`config.mk`:
```
export PLATFORM = sky130hd
export DESIGN_NAME = tw_slave_front
export DESIGN_NICKNAME = d
export VERILOG_FILES = /design/src/rtl/tw_pkg.sv /design/src/rtl/tw_line_filter.sv /design/src/rtl/tw_bus_events.sv /design/src/rtl/tw_frame_engine.sv /design/src/rtl/tw_slave_front.sv
export SDC_FILE = /design/constraint.sdc
export NUM_CORES = 1
export LEC_CHECK = 0
export CORE_MARGIN = 5
export CORE_UTILIZATION = 30
export DETAILED_ROUTE_END_ITERATION = 12
export DONT_BUFFER_PORTS = 1
export PLACE_DENSITY = 0.41
export SYNTH_ARGS = -nofsm -noshare
export SYNTH_HDL_FRONTEND = slang
export SYNTH_SLANG_ARGS = --single-unit
```
`constraint.sdc`:
```
create_clock -name clk -period 2.7 [get_ports clk]
set_input_delay 0.405 -clock clk [delete_from_list [all_inputs] [get_ports clk]]
set_output_delay 0.405 -clock clk [all_outputs]
set_load 0.02 [all_outputs]
```
`src/rtl/tw_pkg.sv`:
```
package tw_pkg;
   localparam int TW_BYTE_W  = 8;
   localparam int TW_TYPE_W  = 4;
   localparam int TW_STRAP_W = TW_BYTE_W - TW_TYPE_W;

   typedef enum logic [2:0] {
      TW_IDLE,
      TW_RX,
      TW_ACK,
      TW_TX,
      TW_HOLD
   } tw_state_t;
endpackage

```
`src/rtl/tw_line_filter.sv`:
```
module tw_line_filter #(
   parameter int SYNC_STAGES = 2,
   parameter int FILT_LEN    = 3
) (
   input  logic clk,
   input  logic rst_n,
   input  logic raw,
   output logic clean
);
   logic [SYNC_STAGES-1:0] sync_q;
   logic                   synced;
   logic                   clean_q;

   initial begin
      if (SYNC_STAGES < 2) $fatal(1, "tw_line_filter: SYNC_STAGES must be at least 2");
      if (FILT_LEN % 2 != 1) $fatal(1, "tw_line_filter: FILT_LEN must be odd");
   end

   always_ff @(posedge clk or negedge rst_n) begin
      if (!rst_n) sync_q <= '1;
      else        sync_q <= {sync_q[SYNC_STAGES-2:0], raw};
   end
   assign synced = sync_q[SYNC_STAGES-1];

   if (FILT_LEN == 1) begin : g_bypass
      always_ff @(posedge clk or negedge rst_n) begin
         if (!rst_n) clean_q <= 1'b1;
         else        clean_q <= synced;
      end
   end else begin : g_major
      localparam int HALF = FILT_LEN / 2;
      logic [FILT_LEN-1:0] win;
      always_ff @(posedge clk or negedge rst_n) begin
         if (!rst_n) begin
            win     <= '1;
            clean_q <= 1'b1;
         end else begin
            win     <= {win[FILT_LEN-2:0], synced};
            clean_q <= ($countones(win) > HALF);
         end
      end
      AST_FILT_AGREE: assert property (@(posedge clk) disable iff (!rst_n)
         (clean_q != $past(clean_q)) |-> ($past(win[0]) == clean_q));
   end

   assign clean = clean_q;
endmodule

```
`src/rtl/tw_bus_events.sv`:
```
module tw_bus_events (
   input  logic clk,
   input  logic rst_n,
   input  logic scl_f,
   input  logic sda_f,
   output logic scl_rise,
   output logic scl_fall,
   output logic start_ev,
   output logic stop_ev
);
   logic scl_p, sda_p;

   always_ff @(posedge clk or negedge rst_n) begin
      if (!rst_n) begin
         scl_p <= 1'b1;
         sda_p <= 1'b1;
      end else begin
         scl_p <= scl_f;
         sda_p <= sda_f;
      end
   end

   assign scl_rise = scl_f & ~scl_p;
   assign scl_fall = ~scl_f & scl_p;
   assign start_ev = scl_f & scl_p & sda_p & ~sda_f;
   assign stop_ev  = scl_f & scl_p & ~sda_p & sda_f;
endmodule

```
`src/rtl/tw_frame_engine.sv`:
```
module tw_frame_engine import tw_pkg::*; #(
   parameter logic [TW_TYPE_W-1:0] TYPE_ID = 4'b0101
) (
   input  logic                  clk,
   input  logic                  rst_n,
   input  logic                  scl_lvl,
   input  logic                  sda_lvl,
   input  logic                  scl_rise,
   input  logic                  scl_fall,
   input  logic                  start_ev,
   input  logic                  stop_ev,
   input  logic [TW_STRAP_W-1:0] strap,
   input  logic                  nv_busy,
   input  logic                  rd_mode,
   input  logic [TW_BYTE_W-1:0]  rd_data,
   output logic                  sda_pull,
   output logic                  rx_valid,
   output logic [TW_BYTE_W-1:0]  rx_data,
   output logic                  rx_is_cmd,
   output logic                  frm_start,
   output logic                  frm_end
);
   localparam int CNT_W = $clog2(TW_BYTE_W + 1);
   localparam logic [CNT_W-1:0] CNT_FULL = CNT_W'(TW_BYTE_W);
   localparam logic [CNT_W-1:0] CNT_LAST = CNT_W'(TW_BYTE_W - 1);
   localparam logic [1:0] IDX_ADDR = 2'd0;
   localparam logic [1:0] IDX_CMD  = 2'd1;
   localparam logic [1:0] IDX_DATA = 2'd2;

   tw_state_t             state;
   logic [CNT_W-1:0]      cnt;
   logic [1:0]            idx;
   logic [TW_BYTE_W-1:0]  shreg, txsh, rx_data_q;
   logic                  pull_q, framed, rx_valid_q, rx_is_cmd_q, frm_start_q, frm_end_q;
   logic                  addr_hit, ack_ok;

   assign addr_hit = (shreg == {TYPE_ID, strap});
   assign ack_ok   = (idx == IDX_ADDR) ? (addr_hit && !nv_busy) : 1'b1;

   always_ff @(posedge clk or negedge rst_n) begin
      if (!rst_n) begin
         state       <= TW_IDLE;
         cnt         <= '0;
         idx         <= IDX_ADDR;
         shreg       <= '0;
         txsh        <= '0;
         rx_data_q   <= '0;
         pull_q      <= 1'b0;
         framed      <= 1'b0;
         rx_valid_q  <= 1'b0;
         rx_is_cmd_q <= 1'b0;
         frm_start_q <= 1'b0;
         frm_end_q   <= 1'b0;
      end else begin
         rx_valid_q  <= 1'b0;
         frm_start_q <= 1'b0;
         frm_end_q   <= 1'b0;
         if (start_ev) begin
            state     <= TW_RX;
            cnt       <= '0;
            idx       <= IDX_ADDR;
            pull_q    <= 1'b0;
            frm_end_q <= framed;
            framed    <= 1'b0;
         end else if (stop_ev) begin
            state     <= TW_IDLE;
            pull_q    <= 1'b0;
            frm_end_q <= framed;
            framed    <= 1'b0;
         end else begin
            case (state)
               TW_RX: begin
                  if (scl_rise && cnt < CNT_FULL) begin
                     shreg <= {shreg[TW_BYTE_W-2:0], sda_lvl};
                     cnt   <= cnt + 1'b1;
                     if (cnt == CNT_LAST && idx != IDX_ADDR) begin
                        rx_valid_q  <= 1'b1;
                        rx_data_q   <= {shreg[TW_BYTE_W-2:0], sda_lvl};
                        rx_is_cmd_q <= (idx == IDX_CMD);
                     end
                  end else if (scl_fall && cnt == CNT_FULL) begin
                     if (ack_ok) begin
                        pull_q <= 1'b1;
                        state  <= TW_ACK;
                        if (idx == IDX_ADDR) begin
                           frm_start_q <= 1'b1;
                           framed      <= 1'b1;
                        end
                     end else begin
                        state <= TW_HOLD;
                     end
                  end
               end
               TW_ACK: begin
                  if (scl_fall) begin
                     cnt <= '0;
                     if (idx != IDX_DATA) idx <= idx + 2'd1;
                     if (idx == IDX_CMD && rd_mode) begin
                        state  <= TW_TX;
                        txsh   <= rd_data;
                        pull_q <= ~rd_data[TW_BYTE_W-1];
                     end else begin
                        state  <= TW_RX;
                        pull_q <= 1'b0;
                     end
                  end
               end
               TW_TX: begin
                  if (scl_rise) begin
                     cnt <= cnt + 1'b1;
                  end else if (scl_fall) begin
                     if (cnt == CNT_FULL) begin
                        pull_q <= 1'b0;
                        state  <= TW_HOLD;
                     end else begin
                        txsh   <= {txsh[TW_BYTE_W-2:0], 1'b0};
                        pull_q <= ~txsh[TW_BYTE_W-2];
                     end
                  end
               end
               default: ;
            endcase
         end
      end
   end

   assign sda_pull  = pull_q;
   assign rx_valid  = rx_valid_q;
   assign rx_data   = rx_data_q;
   assign rx_is_cmd = rx_is_cmd_q;
   assign frm_start = frm_start_q;
   assign frm_end   = frm_end_q;

   AST_PULL_SCL_LOW: assert property (@(posedge clk) disable iff (!rst_n)
      (pull_q != $past(pull_q)) |-> !scl_lvl);
   AST_STOP_RELEASE: assert property (@(posedge clk) disable iff (!rst_n)
      stop_ev |=> !pull_q);
   AST_MARK_EXCL: assert property (@(posedge clk) disable iff (!rst_n)
      $onehot0({rx_valid_q, frm_start_q, frm_end_q}));
   AST_RX_FRAMED: assert property (@(posedge clk) disable iff (!rst_n)
      rx_valid_q |-> framed);
endmodule

```
`src/rtl/tw_slave_front.sv`:
```
module tw_slave_front import tw_pkg::*; #(
   parameter logic [TW_TYPE_W-1:0] TYPE_ID     = 4'b0101,
   parameter int                   SYNC_STAGES = 2,
   parameter int                   FILT_LEN    = 3
) (
   input  logic                  clk,
   input  logic                  rst_n,
   input  logic                  scl_in,
   input  logic                  sda_in,
   output logic                  sda_pull,
   input  logic [TW_STRAP_W-1:0] strap_addr,
   input  logic                  nv_busy,
   input  logic                  rd_mode,
   input  logic [TW_BYTE_W-1:0]  rd_data,
   output logic                  rx_valid,
   output logic [TW_BYTE_W-1:0]  rx_data,
   output logic                  rx_is_cmd,
   output logic                  frm_start,
   output logic                  frm_end
);
   localparam int N_LINES = 2;
   localparam int L_SDA   = 0;
   localparam int L_SCL   = 1;

   logic [N_LINES-1:0] raw_lines, clean_lines;
   logic scl_rise, scl_fall, start_ev, stop_ev;

   assign raw_lines = {scl_in, sda_in};

   for (genvar g = 0; g < N_LINES; g++) begin : g_line
      tw_line_filter #(
         .SYNC_STAGES(SYNC_STAGES),
         .FILT_LEN   (FILT_LEN)
      ) u_filt (
         .clk  (clk),
         .rst_n(rst_n),
         .raw  (raw_lines[g]),
         .clean(clean_lines[g])
      );
   end

   tw_bus_events u_events (
      .clk     (clk),
      .rst_n   (rst_n),
      .scl_f   (clean_lines[L_SCL]),
      .sda_f   (clean_lines[L_SDA]),
      .scl_rise(scl_rise),
      .scl_fall(scl_fall),
      .start_ev(start_ev),
      .stop_ev (stop_ev)
   );

   tw_frame_engine #(.TYPE_ID(TYPE_ID)) u_engine (
      .clk      (clk),
      .rst_n    (rst_n),
      .scl_lvl  (clean_lines[L_SCL]),
      .sda_lvl  (clean_lines[L_SDA]),
      .scl_rise (scl_rise),
      .scl_fall (scl_fall),
      .start_ev (start_ev),
      .stop_ev  (stop_ev),
      .strap    (strap_addr),
      .nv_busy  (nv_busy),
      .rd_mode  (rd_mode),
      .rd_data  (rd_data),
      .sda_pull (sda_pull),
      .rx_valid (rx_valid),
      .rx_data  (rx_data),
      .rx_is_cmd(rx_is_cmd),
      .frm_start(frm_start),
      .frm_end  (frm_end)
   );
endmodule

```
==> results.md <==
- Clk_lat worst skew: between 0.3 and 0.4 ns
- Hold buffers post-CTS: 2
- GP Congestion: around 0.80
- Run status: complete, no violations
- Finished Core Util: 0.335
- CP delay by family, top: simple AND/OR/NAND/NOR gates
- Multi-input gate area: 972 sq um
- Worst slew pin tran: just under 0.6 ns
- Reg-to-reg endpoint: u_engine.rx_data[5]
- Pins Over Slew Limit: 0
- Rel. slew slack: 0.607
- Post-Layout Cell Count: 299
- Clk buf depth: 2
- Critical Path Sink Type: register
- Fmax: 0.465 GHz
- Global Route Usage Sum: 0.0996
- P per Cell Area: 854 nW/um^2
- Post-synthesis compound-gate area fraction: 0.0912
- Crit path kind: register to register
- Post-Synth XOR/XNOR Area: 0.0185
- Detailed Route WL: 4550 microns
- Mapped Area: 2370 sq um
- Maxcap violations: 0
- 1st-pass router iterations: 4
- DRT iter0 DRCs: 29
- CP max stage cell: or3_1
- Lkg Pwr: 1.16 nW
- Post-Synth Simple-Gate Area: 0.138
- IO buf count: 0
- Post-CTS Setup Inserts: 0
- Worst Reg-to-Reg Cells: 4
- Critical Path AT: between 2 and 2.5 ns
- CTS root buffer: clkbuf_8
- First-pass GRT wire length: 7850 microns
- Initial antenna violation count: 0
- Inserted Diodes: 0
- Worst-path clk slew: 0.10 ns
- Hold Crit Class: primary input to register
- Via count: 1428
- Sequential fraction of the synthesis area: 0.556
- Adder-cell share of the synthesized area: 0.0369
- Yosys cell types: 46
- Row Count: 32
- Ratio of cells with drive above 1 in the final layout: 0.223
- Core area: 7730 sq um
- Largest family of logic cells by synthesized area: simple AND/OR/NAND/NOR gates
- DP HPWL: between 3000 and 4000 microns
- Dpl cells: around 290
- Grt total ovfl: 0
- DR vias/cell: 4.78
- Worst hold path depth: 0
- I/O pins: 31
- FF/Latch Area: 1320 sq um
- Die ar.: 9790 sq um
- VDD IR max: 0.000249 V
- CP bufs+invs: 0
- Setup TNS Final: 0 ns
- Routed Antenna Nets: 0
- Yosys reg bits: 52
- Crit path required time: 2.89 ns
- Hold EP: g_line[1].u_filt.sync_q[0]
- Fillers: 780
- Mean routed wirelength per cell: about 15 microns
- Hold_sp: scl_in
- Synth Flop Type: dfrtp_1
- Final setup fails: 0
- Fin. Hold Viols: 0
- EDFF count, synth: 0
- Period utilization: 0.797
- Async set-or-reset flop fraction in the synthesized netlist: 1.00
- Total clock sinks: 52
- RSZ-0062 raised after global routing: false
- Post-synth net total: 218
- Htree depth: 2
- TritonCTS Buffers: 5
- Reg-to-reg slack, setup: 0.55 ns
- RR Startpoint: g_line[1].u_filt.clean
- Area Overhead vs Synth: 8.96%
- Die W: approximately 99 microns
- Worst Setup Start Kind: register
- Max Clock Skew: 0.00662 ns
- Post-synthesis mux area share: 0.125
- Slowest stage delay, CP: ~0.66 ns
- Worst-path cell chain: and2b_4 -> nand4b_4 -> or3_1 -> mux2_4
- Pin count of the biggest net entering global routing: 53
- Die Height: 99.0 microns
- Yosys Warn Count: 0
- Final Critical Period: 2.15 ns
- Initial Utilization: 0.307
- DRC viols: 0
- Avg Cell Area, Syn: 12.3 sq um
- Resize count post-CTS: 0
- CTS tree: built
- Crit-path max FO: 11
- Final net count: 221
- Vias in the first global route: roughly 1600
- Post-synthesis cell count: 193
-- metrics by stage --
| step | hold slack (ns) | setup WS [ns] | power, mW | cell area [sq um] |
|---|---|---|---|---|
| finish | 0.0828 | 0.548 | 2.21 | 2590 |
| global route | 0.0571 | 0.430 | 2.37 | 2590 |
| CTS | 0.0676 | 0.516 | 2.25 | 2590 |
| detailed placement | 0.112 | 0.515 | 1.74 | 2450 |
| global placement | 0.112 | 0.593 | 1.72 | 2450 |
| floorplan | 0.109 | 0.827 | 1.61 | 2370 |
-- placed cells by master, fill, tap and decap left out, types with 3 or more instances in the layout --
master    Yosys  layout
clkbuf_8      0       6
dfstp_2      14      14
o21ai_0      14      14
ha_1          7       7
xor2_1        4       4
nand3_1       3       3
mux2_2        9       9
a21oi_1       6       6
inv_1         7       7
a21o_1        4       4
nor3b_1       5       5
mux2i_1       9       9
mux2_4        7       7
nand2_1      19      19
dfrtp_1      38      38
nor2_1        7       7
-- cells by family (layout without fill, tap and decap cells) --
group	after synthesis	count (layout)
flip-flops	52	52
AND/OR/NAND/NOR	56	56
XOR/XNOR	5	5
buffers and inverters	14	18
adder cells (fa/ha/maj)	7	7
multiplexers	25	25
AO/OA/AOI/OAI	34	34
-- state kept, by name (all words and copies together) (netlist names) --
name and flops:
g_line.u_filt.clean 2, u_engine.cnt 4, u_events.scl_p 1, g_line.u_filt.sync_q 4
u_engine.rx_is_cmd 1, u_events.sda_p 1, u_engine.sda_pull 1, u_engine.rx_data 8
u_engine.framed 1, g_line.u_filt.g_major.win 6, u_engine.idx 2, u_engine.txsh 7
u_engine.rx_valid 1, u_engine.shreg 8, u_engine.frm_start 1, u_engine.state 3
u_engine.frm_end 1
-- worst max path at each step --
stage	cells past startpoint	to	startpoint	slack [ns]
2_1_floorplan	5	u_engine.rx_data[2]	g_line[1].u_filt.clean	0.83
3_3_place_gp	4	u_engine.rx_data[6]	g_line[1].u_filt.clean	0.59
3_5_place_dp	4	u_engine.rx_data[5]	g_line[1].u_filt.clean	0.51
4_1_cts	4	u_engine.rx_is_cmd	g_line[1].u_filt.clean	0.52
5_1_grt	3	u_engine.rx_is_cmd	u_engine.state[0]	0.43
6_report	4	u_engine.rx_data[5]	g_line[1].u_filt.clean	0.55
-- synth_stat cells (3+ instances only) --
| cell type | count | area (sq um) |
|---|---|---|
| mux2_2 | 9 | 101 |
| inv_1 | 7 | 26.3 |
| a21oi_1 | 6 | 30.0 |
| a21o_1 | 4 | 30.0 |
| buf_6 | 4 | 45.0 |
| ha_1 | 7 | 87.6 |
| xor2_1 | 4 | 35.0 |
| dfrtp_1 | 38 | 951 |
| clkbuf_1 | 3 | 11.3 |
| dfstp_2 | 14 | 368 |
| nand3_1 | 3 | 15.0 |
| nand2_1 | 19 | 71.3 |
| o21ai_0 | 14 | 70.1 |
| mux2_4 | 7 | 105 |
| mux2i_1 | 9 | 90.1 |
| nor3b_1 | 5 | 37.5 |
| nor2_1 | 7 | 26.3 |
-- per-layer routing --
layer | global-route usage | wire length (microns)
met1 | 0.130 | 2070
met2 | 0.157 | 2180
met3 | 0.0318 | 248
met4 | 0.0326 | 59
met5 | 0 | 0
-- report_power, final --
group / switching [mW] / total (mW) / internal [mW]
sequential: 0.206 / 1.16 / 0.959
clock: 0.258 / 0.468 / 0.210
combinational: 0.287 / 0.575 / 0.288
-- area by class of cell --
| type | count | area share |
|---|---|---|
| clock inverters | 2 | 0.00532 |
| multi-input cells | 127 | 0.376 |
| flip-flops and latches | 52 | 0.510 |
| inverters | 7 | 0.0102 |
| clock buffers | 6 | 0.0319 |
| well taps | 102 | 0.0493 |
| repair buffers | 3 | 0.0174 |
No activity file was read; power rests on OpenSTA's default activity.
